[src/rtl/clkdiv_pkg.sv]
package clkdiv_pkg;

  typedef struct packed {
    logic tick;       // one reference tick this cycle
    logic beginHigh;  // this tick starts a high phase
    logic beginLow;   // this tick starts a low phase
  } divStrobes_t;

  // High-phase length in ticks for a divide value d: d/2+1 when d is even, (d+1)/2 when d is odd.
  function automatic logic [8:0] highTicks(input logic [7:0] d);
    logic [8:0] ext;
    ext = {1'b0, d};
    if (d[0]) highTicks = (ext + 9'd1) >> 1;
    else      highTicks = (ext >> 1) + 9'd1;
  endfunction

endpackage

[src/rtl/clkdiv_src_sync.sv]
module clkdiv_src_sync #(
  parameter int SYNC_STAGES = 2
) (
  input  logic clk,
  input  logic rstN,
  input  logic useCpuSrc,
  input  logic extClkIn,
  output logic tick
);
  localparam int CHAIN_W = SYNC_STAGES + 1;

  logic [CHAIN_W-1:0] chain;
  logic extEdge;

  generate
    for (genvar s = 0; s < CHAIN_W; s++) begin : g_stage
      if (s == 0) begin : g_first
        always_ff @(posedge clk) begin
          if (!rstN) chain[s] <= 1'b0;
          else       chain[s] <= extClkIn;
        end
      end else begin : g_next
        always_ff @(posedge clk) begin
          if (!rstN) chain[s] <= 1'b0;
          else       chain[s] <= chain[s-1];
        end
      end
    end
  endgenerate

  assign extEdge = chain[SYNC_STAGES-1] & ~chain[SYNC_STAGES];
  assign tick    = useCpuSrc | extEdge;

  // External ticks come from edges and so are never in consecutive cycles.
  assert_ext_tick_spaced_R7: assert property (@(posedge clk) disable iff (!rstN)
    (!useCpuSrc && tick) |=> (useCpuSrc || !tick));

endmodule

[src/rtl/clkdiv_ctrl.sv]
module clkdiv_ctrl
  import clkdiv_pkg::*;
#(
  parameter int DIV_W = 8
) (
  input  logic             clk,
  input  logic             rstN,
  input  logic             tick,
  input  logic [DIV_W-1:0] divide,
  output divStrobes_t      strobes
);
  logic [DIV_W-1:0] pos;
  logic [DIV_W-1:0] activeDiv;
  logic [DIV_W-1:0] curDiv;
  logic [DIV_W:0]   hiNow;
  logic             atStart;
  logic             atWrap;

  assign atStart = (pos == '0);
  assign curDiv  = atStart ? divide : activeDiv;
  assign hiNow   = highTicks(curDiv);
  assign atWrap  = (pos == curDiv);

  always_comb begin
    strobes.tick      = tick;
    strobes.beginHigh = tick && atStart;
    strobes.beginLow  = tick && ({1'b0, pos} == hiNow);
  end

  always_ff @(posedge clk) begin
    if (!rstN) begin
      pos       <= '0;
      activeDiv <= '0;
    end else if (tick) begin
      if (atStart) activeDiv <= divide;
      pos <= atWrap ? '0 : pos + 1'b1;
    end
  end

  // Inside a period the position never passes the latched divide value.
  assert_pos_in_period_R2: assert property (@(posedge clk) disable iff (!rstN)
    (pos != '0) |-> (pos <= activeDiv));

  // Away from a period start the latched divide value is held.
  assert_div_held_R8: assert property (@(posedge clk) disable iff (!rstN)
    (pos != '0) |=> $stable(activeDiv));

endmodule

[src/rtl/clkdiv_datapath.sv]
module clkdiv_datapath
  import clkdiv_pkg::*;
(
  input  logic        clk,
  input  logic        rstN,
  input  divStrobes_t strobes,
  output logic        bitClk,
  output logic        riseEn,
  output logic        fallEn
);
  always_ff @(posedge clk) begin
    if (!rstN) begin
      bitClk <= 1'b0;
      riseEn <= 1'b0;
      fallEn <= 1'b0;
    end else begin
      riseEn <= strobes.beginHigh;
      fallEn <= strobes.beginLow;
      if (strobes.beginHigh)     bitClk <= 1'b1;
      else if (strobes.beginLow) bitClk <= 1'b0;
    end
  end

  assert_edges_exclusive_R6: assert property (@(posedge clk) disable iff (!rstN)
    !(riseEn && fallEn));

  assert_rise_in_high_R6: assert property (@(posedge clk) disable iff (!rstN)
    riseEn |-> bitClk);

  assert_fall_in_low_R6: assert property (@(posedge clk) disable iff (!rstN)
    fallEn |-> !bitClk);

endmodule

[src/rtl/sample_rate_div.sv]
module sample_rate_div
  import clkdiv_pkg::*;
#(
  parameter int DIV_W       = 8,
  parameter int SYNC_STAGES = 2
) (
  input  logic             clk,
  input  logic             rstN,
  input  logic             useCpuSrc,
  input  logic             extClkIn,
  input  logic [DIV_W-1:0] divide,
  output logic             bitClk,
  output logic             riseEn,
  output logic             fallEn
);
  logic        tick;
  divStrobes_t strobes;
  logic        resetSeen;

  clkdiv_src_sync #(.SYNC_STAGES(SYNC_STAGES)) uSync (
    .clk(clk), .rstN(rstN), .useCpuSrc(useCpuSrc), .extClkIn(extClkIn), .tick(tick)
  );

  clkdiv_ctrl #(.DIV_W(DIV_W)) uCtrl (
    .clk(clk), .rstN(rstN), .tick(tick), .divide(divide), .strobes(strobes)
  );

  clkdiv_datapath uData (
    .clk(clk), .rstN(rstN), .strobes(strobes),
    .bitClk(bitClk), .riseEn(riseEn), .fallEn(fallEn)
  );

  always_ff @(posedge clk) begin
    if (!rstN) resetSeen <= 1'b1;
  end

  assert_reset_low_R1: assert property (@(posedge clk)
    (resetSeen && !$past(rstN)) |-> (!bitClk && !riseEn && !fallEn));

  assert_rise_flagged_R6: assert property (@(posedge clk) disable iff (!rstN)
    $rose(bitClk) |-> riseEn);

  assert_fall_flagged_R6: assert property (@(posedge clk) disable iff (!rstN)
    $fell(bitClk) |-> fallEn);

endmodule

[config.mk]
export PLATFORM = sky130hd
export DESIGN_NAME = sample_rate_div
export DESIGN_NICKNAME = d
export VERILOG_FILES = /design/src/rtl/clkdiv_pkg.sv /design/src/rtl/clkdiv_src_sync.sv /design/src/rtl/clkdiv_ctrl.sv /design/src/rtl/clkdiv_datapath.sv /design/src/rtl/sample_rate_div.sv
export SDC_FILE = /design/constraint.sdc
export NUM_CORES = 1
export LEC_CHECK = 0
export BUFFER_PORTS_ARGS = -buffer_cell sky130_fd_sc_hd__clkbuf_2
export CAP_MARGIN = 40
export CORE_ASPECT_RATIO = 1.4
export CORE_MARGIN = 1.5
export CORE_UTILIZATION = 53
export CTS_BUF_LIST = sky130_fd_sc_hd__clkbuf_8 sky130_fd_sc_hd__clkbuf_16
export DETAILED_ROUTE_END_ITERATION = 12
export PLACE_DENSITY = 0.75
export SYNTH_ARGS = -nofsm -noshare
export SYNTH_HDL_FRONTEND = slang
export SYNTH_HIERARCHICAL = 1
export SYNTH_SLANG_ARGS = --single-unit
[constraint.sdc]
create_clock -name clk -period 3.1 [get_ports clk]
set_input_delay 0.62 -clock clk [delete_from_list [all_inputs] [get_ports clk]]
set_output_delay 0.62 -clock clk [all_outputs]
set_load 0.05 [all_outputs]
==> metrics.yaml <==
slew_headroom_pct: 43.82
drtIter0Drc: 84
fmax_ghz: 0.3316
cp_max_fo: 4
finalHoldViolCount: 0
status: "finished, final reports clean"
period_minus_slack_ps: 3016
clk_latency_ps: 250
dieHeight_um: 67.12
synthCells: 186
leakage_nw: 0.7094
p_per_area_mw_per_mm2: 439.1
end_kind: "register"
io_buffers: 14
wl_mm: 3.916
fp.dieArea_mm2: 0.003275
first_global_vias: 1492
grt_pass1_wl_mm: 6.630
synthToLayoutAreaGrowth_pct: 13.75
grt_overflow: 0
syn_nets: 201
vias: 1468
htree_levels: 1
start_kind: "register"
cts_inserted_buffers: 3
finalCritPeriodShare_pct: 97.28
max_cap_viol_count: 0
crit_required_ps: 3260
dp.final_hpwl_mm: 2.880
peakVddDrop_uv: 279.5
clock-root-buffer: "clkbuf_8"
drtAntennaViolNets: 0
holdCritPathClass: "register to register"
route.detailed.drc: 0
hold_buffers: 0
fp.dieW_um: 48.80
start_util_pct: 55.19
rsz0062_at_grt: "false"
tightest_slew_ps: 831.0
vias_per_cell: 6.091
netlist_area_mm2: 0.001556
cts_tree: "built"
nets: 221
grt_max_degree: 21
clk_pin_slew_worst_paths_ps: 80
grt_antenna_before_repair: 0
wl_per_cell_um: 16.25
layout-drive-gt1-share_pct: 18.63
fin_ws_ps: 84.22
fin_setup_tns_ps: 0
crit_type: "register to register"
cp.arrival_ps: 3170
maxSlewViolCount: 0
final_cell_mix: "dfxtp_1, nand2_1, clkbuf_2"
cts_buffer_depth: 2
place_ws_ps: 58.21
avgSynthCellArea_um2: 8.368
core_area_mm2: 0.002820
finClkSkew_ps: 2.523
num_io_pins: 15
final_common_cell: "dfxtp_1"
diodes: 0
place.gp.congestion: 0.9329
clkSinkCount: 22
gr-usage-all-layers_pct: 26.17
placementRows: 23
firstDrtPassIters: 6
finalSetupViolCount: 0
yosys_warnings: 6
## through the flow
stage / power [mW] / hold WS (ps) / instance area [µm²] / cells / utilization, %
2_1_floorplan: 0.5189 / 411.8 / 1556 / 186 / -
3_3_place_gp: 0.5838 / 421.4 / 1689 / 237 / 59.89
4_1_cts: 0.7692 / 449.8 / 1734 / 241 / 61.49
6_report: 0.7774 / 441.0 / 1770 / 241 / 62.78
5_1_grt: 0.8216 / 488.6 / 1770 / 241 / 62.78
3_5_place_dp: 0.5891 / 428.0 / 1693 / 238 / 60.03
## where the power goes
group          total, mW  switching [mW]  internal [mW]
Clock              0.173          0.0869         0.0865
Combinational      0.285           0.160          0.125
Sequential         0.319          0.0188          0.301
## metal layers
metal  vias to the layer above  GRT usage (%)  part of all wire [%]
met5                         -              0                     0
met2                        64          47.95                    50
li1                        699              -                     -
met3                        12          3.139                   6.1
met1                       693          29.56                    41
met4                         0          14.29                   2.8
## flip-flops by register name (all words and copies together), names as in the netlist
name and count:
uCtrl/activeDiv 8, uData/fallEn 1, uSync/chain 3, uData/bitClk 1, uData/riseEn 1, uCtrl/pos 8
## area by class of cell
cell class / count / area, µm²
well taps: 37 / 46.29
clock buffers: 3 / 41.29
flip-flops and latches: 22 / 440.4
inverters: 11 / 41.29
fillers: 262 / 1050
multi-input cells: 143 / 1052
repair buffers: 25 / 148.9
## path summary, 6_finish.rpt
check	from	endpoint	slack, ps	depth (start not counted)
hold / removal	uSync/chain[0]$_SDFF_PN0_	uSync/chain[1]$_SDFF_PN0_	440	1
setup / recovery	uCtrl/pos[0]$_SDFFE_PN0P_	uData/bitClk$_SDFFE_PN0P_	80	12
hold reg to reg	uSync/chain[0]$_SDFF_PN0_	uSync/chain[1]$_SDFF_PN0_	440	1
setup reg to reg	uCtrl/pos[0]$_SDFFE_PN0P_	uData/bitClk$_SDFFE_PN0P_	80	12
## critical path, stage by stage, from the launching register on
cell,delay (ps)
dfxtp_1,310
inv_1,140
ha_1,190
or4b_4,520
nor2_4,160
nand2_1,70
nand2_1,80
ha_1,190
o21ai_0,170
or4_4,530
a2111oi_4,320
nor2b_1,80
o21a_1,160
## what timing repair did
action,4_1_cts,5_1_grt
setup endpoints to repair,0,2
hold endpoints to repair,0,0
resized for setup,0,8
buffers inserted,0,0
(Power assumes the default switching activity.)
